[config.mk]
export PLATFORM = sky130hd
export DESIGN_NAME = rtgen_periodic
export DESIGN_NICKNAME = d
export VERILOG_FILES = /design/src/rtl/rtgen_pkg.sv /design/src/rtl/rtgen_rate_dec.sv /design/src/rtl/rtgen_base_cnt.sv /design/src/rtl/rtgen_flags.sv /design/src/rtl/rtgen_periodic.sv
export SDC_FILE = /design/constraint.sdc
export NUM_CORES = 1
export LEC_CHECK = 0
export ABC_CLOCK_PERIOD_IN_PS = 3300
export BUFFER_PORTS_ARGS = -buffer_cell sky130_fd_sc_hd__buf_2
export CAP_MARGIN = 20
export CORE_AREA = 4 4 58 60
export CTS_BUF_LIST = sky130_fd_sc_hd__clkbuf_4 sky130_fd_sc_hd__clkbuf_8
export CTS_CLUSTER_DIAMETER = 100
export DETAILED_ROUTE_END_ITERATION = 12
export DIE_AREA = 0 0 62 64
export HOLD_SLACK_MARGIN = 0.1
export PLACE_DENSITY = 0.8
export RECOVER_POWER = 50
export SYNTH_ARGS = -nofsm -noshare
export SYNTH_HDL_FRONTEND = slang
export SYNTH_SLANG_ARGS = --single-unit
[constraint.sdc]
create_clock -name clk -period 3.3 [get_ports clk]
set_input_delay 0.33 -clock clk [delete_from_list [all_inputs] [get_ports clk]]
set_output_delay 0.33 -clock clk [all_outputs]
set_load 0.05 [all_outputs]
[src/rtl/rtgen_pkg.sv]
package rtgen_pkg;
  localparam int unsigned RATE_W = 4;
  localparam int unsigned SHIFT_W = 4;

  // period exponent for a non-zero rate code; codes 1 and 2 fold onto 8 and 9
  function automatic logic [SHIFT_W-1:0] rate_shift(input logic [RATE_W-1:0] code);
    logic [SHIFT_W-1:0] eff;
    eff = (code <= 4'd2) ? code + 4'd7 : code;
    return eff - 4'd1;
  endfunction
endpackage

[src/rtl/rtgen_rate_dec.sv]
module rtgen_rate_dec
  import rtgen_pkg::*;
#(
  parameter int unsigned CNT_W = 15
) (
  input  logic [RATE_W-1:0] rate_code,
  input  logic              per_en,
  output logic              active,
  output logic [CNT_W-1:0]  mask
);
  logic [SHIFT_W-1:0] sh;
  always_comb begin
    sh     = rate_shift(rate_code);
    active = per_en && (rate_code != '0);
    mask   = (CNT_W'(1) << sh) - CNT_W'(1);
  end
endmodule

[src/rtl/rtgen_base_cnt.sv]
module rtgen_base_cnt #(
  parameter int unsigned CNT_W = 15
) (
  input  logic             clk,
  input  logic             rst,
  input  logic             stb,
  input  logic             hold,
  output logic [CNT_W-1:0] cnt,
  output logic [CNT_W-1:0] cnt_nxt
);
  always_comb cnt_nxt = cnt + CNT_W'(1);

  always_ff @(posedge clk) begin
    if (rst || hold) cnt <= '0;
    else if (stb)    cnt <= cnt_nxt;
  end
endmodule

[src/rtl/rtgen_flags.sv]
module rtgen_flags #(
  parameter int unsigned NFLAG = 2
) (
  input  logic             clk,
  input  logic             rst,
  input  logic             set,
  input  logic             clr,
  output logic [NFLAG-1:0] flag
);
  for (genvar i = 0; i < NFLAG; i++) begin : g_flag
    always_ff @(posedge clk) begin
      if (rst)      flag[i] <= 1'b0;
      else if (set) flag[i] <= 1'b1;
      else if (clr) flag[i] <= 1'b0;
    end
  end
endmodule

[src/rtl/rtgen_periodic.sv]
module rtgen_periodic
  import rtgen_pkg::*;
#(
  parameter int unsigned CNT_W = 15
) (
  input  logic        clk,
  input  logic        rst,
  input  logic        base_stb,
  input  logic [3:0]  rate_code,
  input  logic [2:0]  div_ctl,
  input  logic        per_en,
  input  logic        flag_clr,
  output logic        tick_o,
  output logic        pf_o,
  output logic        irq_o
);
  localparam int unsigned NFLAG = 2;

  logic             active;
  logic [CNT_W-1:0] mask;
  logic [CNT_W-1:0] cnt;
  logic [CNT_W-1:0] cnt_nxt;
  logic             hold;
  logic             hit;
  logic [NFLAG-1:0] flags;

  assign hold = (div_ctl[2:1] == 2'b11);

  rtgen_rate_dec #(.CNT_W(CNT_W)) u_dec (
    .rate_code (rate_code),
    .per_en    (per_en),
    .active    (active),
    .mask      (mask)
  );

  rtgen_base_cnt #(.CNT_W(CNT_W)) u_cnt (
    .clk     (clk),
    .rst     (rst),
    .stb     (base_stb),
    .hold    (hold),
    .cnt     (cnt),
    .cnt_nxt (cnt_nxt)
  );

  // boundary reached when the advanced count has no bits below the period
  assign hit = base_stb && !hold && active && ((cnt_nxt & mask) == '0);

  always_ff @(posedge clk) begin
    if (rst) tick_o <= 1'b0;
    else     tick_o <= hit;
  end

  rtgen_flags #(.NFLAG(NFLAG)) u_flags (
    .clk  (clk),
    .rst  (rst),
    .set  (hit),
    .clr  (flag_clr),
    .flag (flags)
  );

  assign pf_o  = flags[0];
  assign irq_o = flags[1];
endmodule

# Yosys cells after proc, flatten, opt, wreduce, memory -nomap -nowiden
# Cells that the tools add are included.
[word_totals]
in_bits = 12
regBits = 17
out_inout_bits = 3
n_memories = 0
romBits = 0
latch_bits = 0
ramBits = 0
[op_classes]
mul = 0
bitwise_logic = 1
shifts = 1
addsub = 4
mux = 3
n_eq_ne = 1
div_mod_pow = 0
magnitude_cmp = 1
n_reduce_logical = 9
[op_table]
columns = ["operator", "count"]
rows = [
  ["$add A15 B1 Y15 const B", 1],
  ["$and A15 B15 Y15", 1],
  ["$logic_not A15 Y1", 1],
  ["$shl A1 B4 Y15 const A", 1],
  ["$sub A15 B2 Y15 const B", 1],
  ["$add A4 B3 Y4 const B", 1],
  ["$le A4 B2 Y1 const B", 1],
  ["$logic_and A1 B1 Y1", 4],
  ["$mux W4", 1],
  ["$reduce_bool A4 Y1", 1],
  ["$sub A4 B1 Y4 const B", 1],
  ["$eq A2 B2 Y1 const B", 1],
  ["$mux W1", 2],
  ["$reduce_bool A2 Y1", 1],
  ["$logic_not A1 Y1", 1],
  ["$logic_or A1 B1 Y1", 1],
]

# Longest topological paths before layout
# Gate-level depths: netlist of the first run.
[logic_depth]
depth_word = 9
mapped_depth = 13

# Modules after synthesis
# From an unflattened synthesis of the first run, not the netlist that was laid out.
[unflattened]
hier_cells = 218
area_unflattened_um2 = 1666.6
[by_module_without_submodules]
columns = ["mod", "area_per_inst_um2", "cells_each", "instances"]
rows = [
  ["rtgen_base_cnt", 953.4, 115, 1],
  ["rtgen_rate_dec", 536.8, 81, 1],
  ["rtgen_periodic", 130.1, 17, 1],
  ["rtgen_flags", 46.3, 5, 1],
]

# Worst setup path before layout of the first run
# No wires, ideal clock.
[synth_timing]
path_kind = "input to register"
start = "input rate_code[1]"
end = "register u_flags.flag[1]"
cell_stages = 11
arrival_time_ps = 2519
setup_time_ps = 84
slack_ps = 696
required_ps = 3216
cell_sequence = "buf_2 inv_1 ha_1 nor3b_2 nand2_1 ha_1 o211ai_1 a2111o_1 nor4_2 o2111ai_1 o31ai_2"
[synth_between]
elab_chain_cells = 9
[synth_lines]
columns = ["element", "line_no", "text"]
rows = [
  ["start: declaration", "rtgen_periodic.sv:9", "input logic [3:0] rate_code,"],
  ["$add A4 B3 Y4 / $le A4 B2 Y1 (equally long branches)", "rtgen_pkg.sv:8", "eff = (code <= 4'd2) ? code + 4'd7 : code;"],
  ["$mux W4", "rtgen_pkg.sv:8", ""],
  ["$sub A4 B1 Y4", "rtgen_pkg.sv:9", "return eff - 4'd1;"],
  ["$shl A1 B4 Y15", "rtgen_rate_dec.sv:15", "mask = (CNT_W'(1) << sh) - CNT_W'(1);"],
  ["$sub A15 B2 Y15", "rtgen_rate_dec.sv:15", ""],
  ["$and A15 B15 Y15", "rtgen_periodic.sv:46", "assign hit = base_stb && !hold && active && ((cnt_nxt & mask) == '0);"],
  ["$logic_not A15 Y1", "rtgen_periodic.sv:46", ""],
  ["$logic_and A1 B1 Y1 *", "rtgen_periodic.sv:46", ""],
  ["$mux W1 / $reduce_bool A2 Y1 (equally long branches)", "-", ""],
  ["end signal: indexed assignment", "rtgen_flags.sv:12", "if (rst) flag[i] <= 1'b0;"],
  ["end signal: indexed assignment", "rtgen_flags.sv:13", "else if (set) flag[i] <= 1'b1;"],
  ["end signal: indexed assignment", "rtgen_flags.sv:14", "else if (clr) flag[i] <= 1'b0;"],
  ["end: declaration", "rtgen_flags.sv:8", "output logic [NFLAG-1:0] flag"],
]
# Mark *: on every way between the ends. The rest lies on a longest branch, timed or not.
# A chain may end at the register's enable or synchronous reset.

# Final worst setup path of the first run
# Same ends and word-level chain as after synthesis.

==> results of run 1 <==
[state kept, by name, summed over array words and instances (netlist names)]
| register | count |
|---|---|
| u_flags.flag | 1 |
| tick_o | 1 |
| u_cnt.cnt | 15 |
[worst max-delay path, cell delays in order]
cell and delay [ns]:
buf_2 0.27, inv_1 0.08, ha_1 0.29, nor3b_2 0.27, nand2_1 0.12, ha_1 0.31, o211ai_1 0.08, a2111o_1 0.37
nor4_2 0.27, o2111ai_1 0.22, o31ai_2 0.20
[worst max-delay path by stage]
stage            startpoint                      endpoint  slack, ns  cells after the start
6_report       rate_code[1]  u_flags.flag[1]$_SDFFE_PP0P_       0.71                     11
5_1_grt        rate_code[1]  u_flags.flag[1]$_SDFFE_PP0P_       0.51                     10
4_1_cts        rate_code[1]  u_flags.flag[1]$_SDFFE_PP0P_       0.75                     11
3_5_place_dp   rate_code[1]  u_flags.flag[1]$_SDFFE_PP0P_       0.43                     10
3_3_place_gp   rate_code[1]  u_flags.flag[1]$_SDFFE_PP0P_       0.49                     11
2_1_floorplan  rate_code[1]  u_flags.flag[1]$_SDFFE_PP0P_       0.70                     11
[cell usage after synthesis, drive strengths merged (2+ instances only)]
master | number | area [um2]
a21o | 2 | 15.0
o31ai | 3 | 32.5
nand3 | 12 | 60.1
clkbuf | 2 | 7.51
nor3b | 3 | 27.5
a32oi | 4 | 35.0
and2 | 2 | 12.5
nand2b | 4 | 27.5
a211oi | 2 | 15.0
nand3b | 2 | 15.0
a22oi | 3 | 22.5
a31oi | 2 | 18.8
buf | 10 | 57.6
nor4 | 5 | 37.5
dfxtp | 17 | 340
xnor2 | 7 | 61.3
xor2 | 16 | 140
or3 | 2 | 12.5
inv | 7 | 26.3
nand4 | 8 | 56.3
o2111ai | 2 | 17.5
a21oi | 11 | 62.6
o221ai | 2 | 17.5
ha | 4 | 50.1
o21ai | 7 | 35.0
nor3 | 7 | 45.0
o211ai | 2 | 15.0
nand2 | 15 | 56.3
nor2b | 5 | 31.3
or2 | 3 | 18.8
or4 | 3 | 22.5
mux2i | 3 | 30.0
nor2 | 25 | 93.8
[where the power goes]
part           switching [mW]  total (mW)  internal, mW
Clock                  0.0687       0.114        0.0451
Combinational          0.0648       0.103        0.0377
Sequential            0.00265       0.210         0.207
Total                   0.136       0.426         0.290
[cell families after synthesis]
kind of cell | synth area share, %
adders and majority gates | 3.04
and+or+nand+nor | 33.6
buffers and inverters | 5.54
AOI/OAI and AO/OA | 22.4
muxes | 2.51
DFF | 20.7
xor gates and xnor gates | 12.2
[per-stage QoR]
step	util (%)	power (mW)
final	59.5	0.426
after global routing	59.5	0.448
after CTS	59.7	0.429
after detailed placement	58.7	0.316
after global placement	58.7	0.314
after floorplan	-	0.288
[layer usage]
| metal | global-route usage [%] | wire (um) | share of wire [%] | up-vias |
|---|---|---|---|---|
| met5 | 0 | 0 | 0 | - |
| met4 | 7.16 | 59 | 1.6 | 0 |
| met3 | 3.23 | 156 | 4.2 | 10 |
| met2 | 32.3 | 1760 | 47 | 39 |
| met1 | 28.6 | 1760 | 47 | 729 |
| li1 | - | - | - | 821 |
[cell usage in the layout (no fill, tap or decap), drive strengths merged, types with 5 or more instances in the layout]
cell / synthesis / routed
dfxtp: 17 / 17
o21ai: 7 / 7
buf: 10 / 14
nand2: 15 / 15
nand3: 12 / 12
nor4: 5 / 5
xor2: 16 / 16
nand4: 8 / 8
a21oi: 11 / 11
xnor2: 7 / 7
inv: 7 / 7
nor2b: 5 / 5
clkbuf: 2 / 6
nor2: 25 / 25
nor3: 7 / 7
[final cells by class]
cell class / instances / area (um2)
fill: 274 / 1180
timing repair buffer: 17 / 91.3
clock inverter: 1 / 5.00
clock buffer: 3 / 22.5
sequential: 17 / 340
inverter: 7 / 26.3
multi-input combinational: 180 / 1220
tap: 33 / 41.3
==> results.toml, run 1 <==
[sta]
worst-slew-pin-transition_ns = 0.605
finClkSkew_ns = 0.00227
setup_ws_ns = 0.708
whs_ns = 0.304
fmax_mhz = 386
slew_headroom_pct = 59.8
finalCritPeriodShare_pct = 78.5
timing.setup.tns_ns = 0
min_period_ns = 2.59
maxSlewViolCount = 0
hold_viol_final = 0
grt_setup_unrepaired = "false"
setup_viol = 0

[drt]
drc = 0
first_pass_iters = 4
routed-via-count = 1599
wl_per_cell_um = 14.5
drt_iter0_markers = 218
routed_wl_um = 3740
ant_nets = 0
via_per_inst = 6.20

[min_path]
hp-class = "input port to flop"
hold_end = "u_flags.flag[1]$_SDFFE_PP0P_"
whs_path_depth = 4
worstHoldStart = "flag_clr"

[final_layout]
layout.nets = 242
syn_to_final_growth_pct = 5.77
finalNonFillerCells = 258
stdcell_area_um2 = 1740
diodes = 0
layout-drive-gt1-share_pct = 13.8

[grt]
grt-ovfl-total = 0
grt_pass1_wl_um = 6480
antenna_found_initial = 0
grt_pass1_vias = 1472
grt_usage_pct = 20.8
grt_max_degree = 18

[placement]
place_hpwl_um = 2800
dp_worst_setup_slack_ns = 0.428
post-place-cells = 254
place.port_buffers = 13
dpl_cell_area_um2 = 1720
place_congestion = 0.935

[clock_tree]
clk_pin_slew_worst_paths_ns = 0.10
clock_path_buffers = 2
hold_buffers = 0
cts.htree.levels = 1
clk_latency_ns = 0.29
cts_root_buf = "clkbuf_4"
cts_tree = "yes"
cts-resized-gates = 0
postCtsSetupBuffers = 0
numCtsBuffers = 3
cts.sinks = 17

[power_and_ir_drop]
ir_drop_mv = 0.261
power_leakage_nw = 0.621
power.density_nw_per_um2 = 244

[yosys]
syn-cell-area_um2 = 1650
synth.avg_cell_area_um2 = 7.63
synth.distinct_cells = 60
synth_seq_cells = 17
ys_seq_area_share_pct = 20.7
synth_edf_count = 0
yosysWarnings = 0
synthCells = 216
synth_ff_type = "dfxtp_1"
synth_nets = 232
async_flop_share_pct = 0

[worst_setup_path]
critPathRequiredTime_ns = 3.52
cp_max_fo = 17
reg2reg_slack_ns = 1.14
r2r_start = "u_cnt.cnt[0]$_SDFFE_PP0P_"
rr_worst_depth = 7
reg2reg_to = "u_flags.flag[1]$_SDFFE_PP0P_"
start_kind = "input port"
criticalPathCategory = "input port to flop"
worstPathArrival_ns = 2.81
cp-end-kind = "flop"

[run]
cap_violations = 0

[floorplanning]
die_height_um = 64
coreArea_um2 = 2930
dieArea_um2 = 3970
io_pins = 15
std_cell_rows = 20
initial_utilization_pct = 56.3
die_w_um = 62

[outcome]
status = "finished clean"
(Power assumes the default switching activity.)
==> run 2: changes to the inputs <==
- ABC_CLOCK_PERIOD_IN_PS: 3300 -> 2700
- clock period: 3.3 -> 2.7 ns (I/O delays scaled with it)
==> results.toml, run 2 (same netlist as run 1, synthesis figures left out) <==
[run]
cap_violations = 0

[final_layout]
largest_register_ffs = 15
layout-drive-gt1-share_pct = 16.4
diodes = 0
stdcell_area_um2 = 1800
layout_commonest_cell = "nor2_1"
syn_to_final_growth_pct = 9.11
fillCellCount = 274
top_register = "u_cnt.cnt"
layout.nets = 249
top_regs = "u_cnt.cnt x15, tick_o x1, u_flags.flag x1"
final_cell_mix = "25 x nor2_1, 17 x dfxtp_1, 16 x xor2_1, 15 x nand2_1, 12 x nand3_1"

[placement]
place_hpwl_um = 2780
place_congestion = 0.906
place.port_buffers = 13
dpl_cell_area_um2 = 1770
dp_worst_setup_slack_ns = 0.149

[drt]
first_pass_iters = 4
drc = 0
routed-via-count = 1600
drt_iter0_markers = 317
via_per_inst = 6.04
wl_per_cell_um = 13.7
ant_nets = 0
routed_wl_um = 3640

[clock_tree]
cts_tree = "yes"
numCtsBuffers = 3
cts.htree.levels = 1
hold_buffers = 0
cts_root_buf = "clkbuf_4"
cts.sinks = 17
cts-resized-gates = 0
clk_latency_ns = 0.29
clock_path_buffers = 2
postCtsSetupBuffers = 0
clk_pin_slew_worst_paths_ns = 0.09

[worst_setup_path]
reg2reg_to = "u_flags.flag[1]$_SDFFE_PP0P_"
cp_max_fo = 5
cp-endpoint = "u_flags.flag[1]$_SDFFE_PP0P_"
worstPathArrival_ns = 2.49
criticalPathCategory = "input port to flop"
reg2reg_slack_ns = 0.64
rr_worst_depth = 7
crit_start = "rate_code[0]"
start_kind = "input port"
cp-end-kind = "flop"
r2r_start = "u_cnt.cnt[0]$_SDFFE_PP0P_"
critPathRequiredTime_ns = 2.92

[grt]
grt-ovfl-total = 0
grt_pass1_wl_um = 6710
antenna_found_initial = 0
grt_max_degree = 17
grt_usage_pct = 21.7
grt_pass1_vias = 1474

[sta]
maxSlewViolCount = 0
grt_setup_unrepaired = "false"
finClkSkew_ns = 0.000904
setup_viol = 0
timing.setup.tns_ns = 0
finalCritPeriodShare_pct = 84.0
whs_ns = 0.243
slew_headroom_pct = 60.1
setup_ws_ns = 0.433
hold_viol_final = 0
fmax_mhz = 441
min_period_ns = 2.27
worst-slew-pin-transition_ns = 0.600

[floorplanning]
io_pins = 15
std_cell_rows = 20
dieArea_um2 = 3970
initial_utilization_pct = 56.3
die_w_um = 62
coreArea_um2 = 2930
die_height_um = 64

[min_path]
hp-class = "input port to flop"

[outcome]
status = "finished clean"

[power_and_ir_drop]
ir_drop_mv = 0.382
power.density_nw_per_um2 = 297
report.power.total_uw = 534
power_leakage_nw = 0.656
## run 2: worst min path at each step
stage                                             from                            to  slack, ns  cells past startpoint
after global placement    u_flags.flag[1]$_SDFFE_PP0P_  u_flags.flag[1]$_SDFFE_PP0P_       0.46                      2
final                                         flag_clr  u_flags.flag[1]$_SDFFE_PP0P_       0.24                      4
after detailed placement  u_flags.flag[1]$_SDFFE_PP0P_  u_flags.flag[1]$_SDFFE_PP0P_       0.47                      2
after global routing                          flag_clr  u_flags.flag[1]$_SDFFE_PP0P_       0.29                      4
after floorplan                                    rst  u_flags.flag[1]$_SDFFE_PP0P_       0.46                      3
after CTS                                     flag_clr  u_flags.flag[1]$_SDFFE_PP0P_       0.24                      4
## run 2: through the flow
stage | cells | util (%)
3_3_place_gp | 261 | 60.5
5_1_grt | 265 | 61.4
3_5_place_dp | 261 | 60.5
6_report | 265 | 61.4
2_1_floorplan | 216 | -
4_1_cts | 265 | 61.5
## run 2: metal layers
metal | up-vias | GRT usage, % | share of wire (%)
li1 | 832 | - | -
met1 | 723 | 30.2 | 47
met2 | 40 | 33.2 | 47
met3 | 5 | 1.82 | 4.4
met4 | 0 | 9.55 | 1.6
met5 | - | 0 | 0
## run 2: layout make-up
| cell class | instances | area [um2] | area share, % |
|---|---|---|---|
| Timing Repair Buffer | 24 | 144 | 8.00 |
| Clock buffer | 4 | 30.0 | 1.67 |
| Tap cell | 33 | 41.3 | 2.30 |
| Inverter | 7 | 26.3 | 1.46 |
| Multi-Input combinational cell | 180 | 1220 | 67.6 |
| Sequential cell | 17 | 340 | 18.9 |
## run 2: report_power, final
group | total, mW | switching, mW | internal (mW)
Clock | 0.145 | 0.0769 | 0.0677
Sequential | 0.256 | 0.00283 | 0.253
Combinational | 0.134 | 0.0805 | 0.0530
## run 2: critical path: stages
cell and delay, ns:
buf_2 0.09, inv_1 0.09, ha_1 0.30, nor3b_2 0.18
nand2_1 0.10, ha_1 0.30, o211ai_1 0.08, a2111o_1 0.37
nor4_2 0.32, o2111ai_1 0.21, o31ai_2 0.19
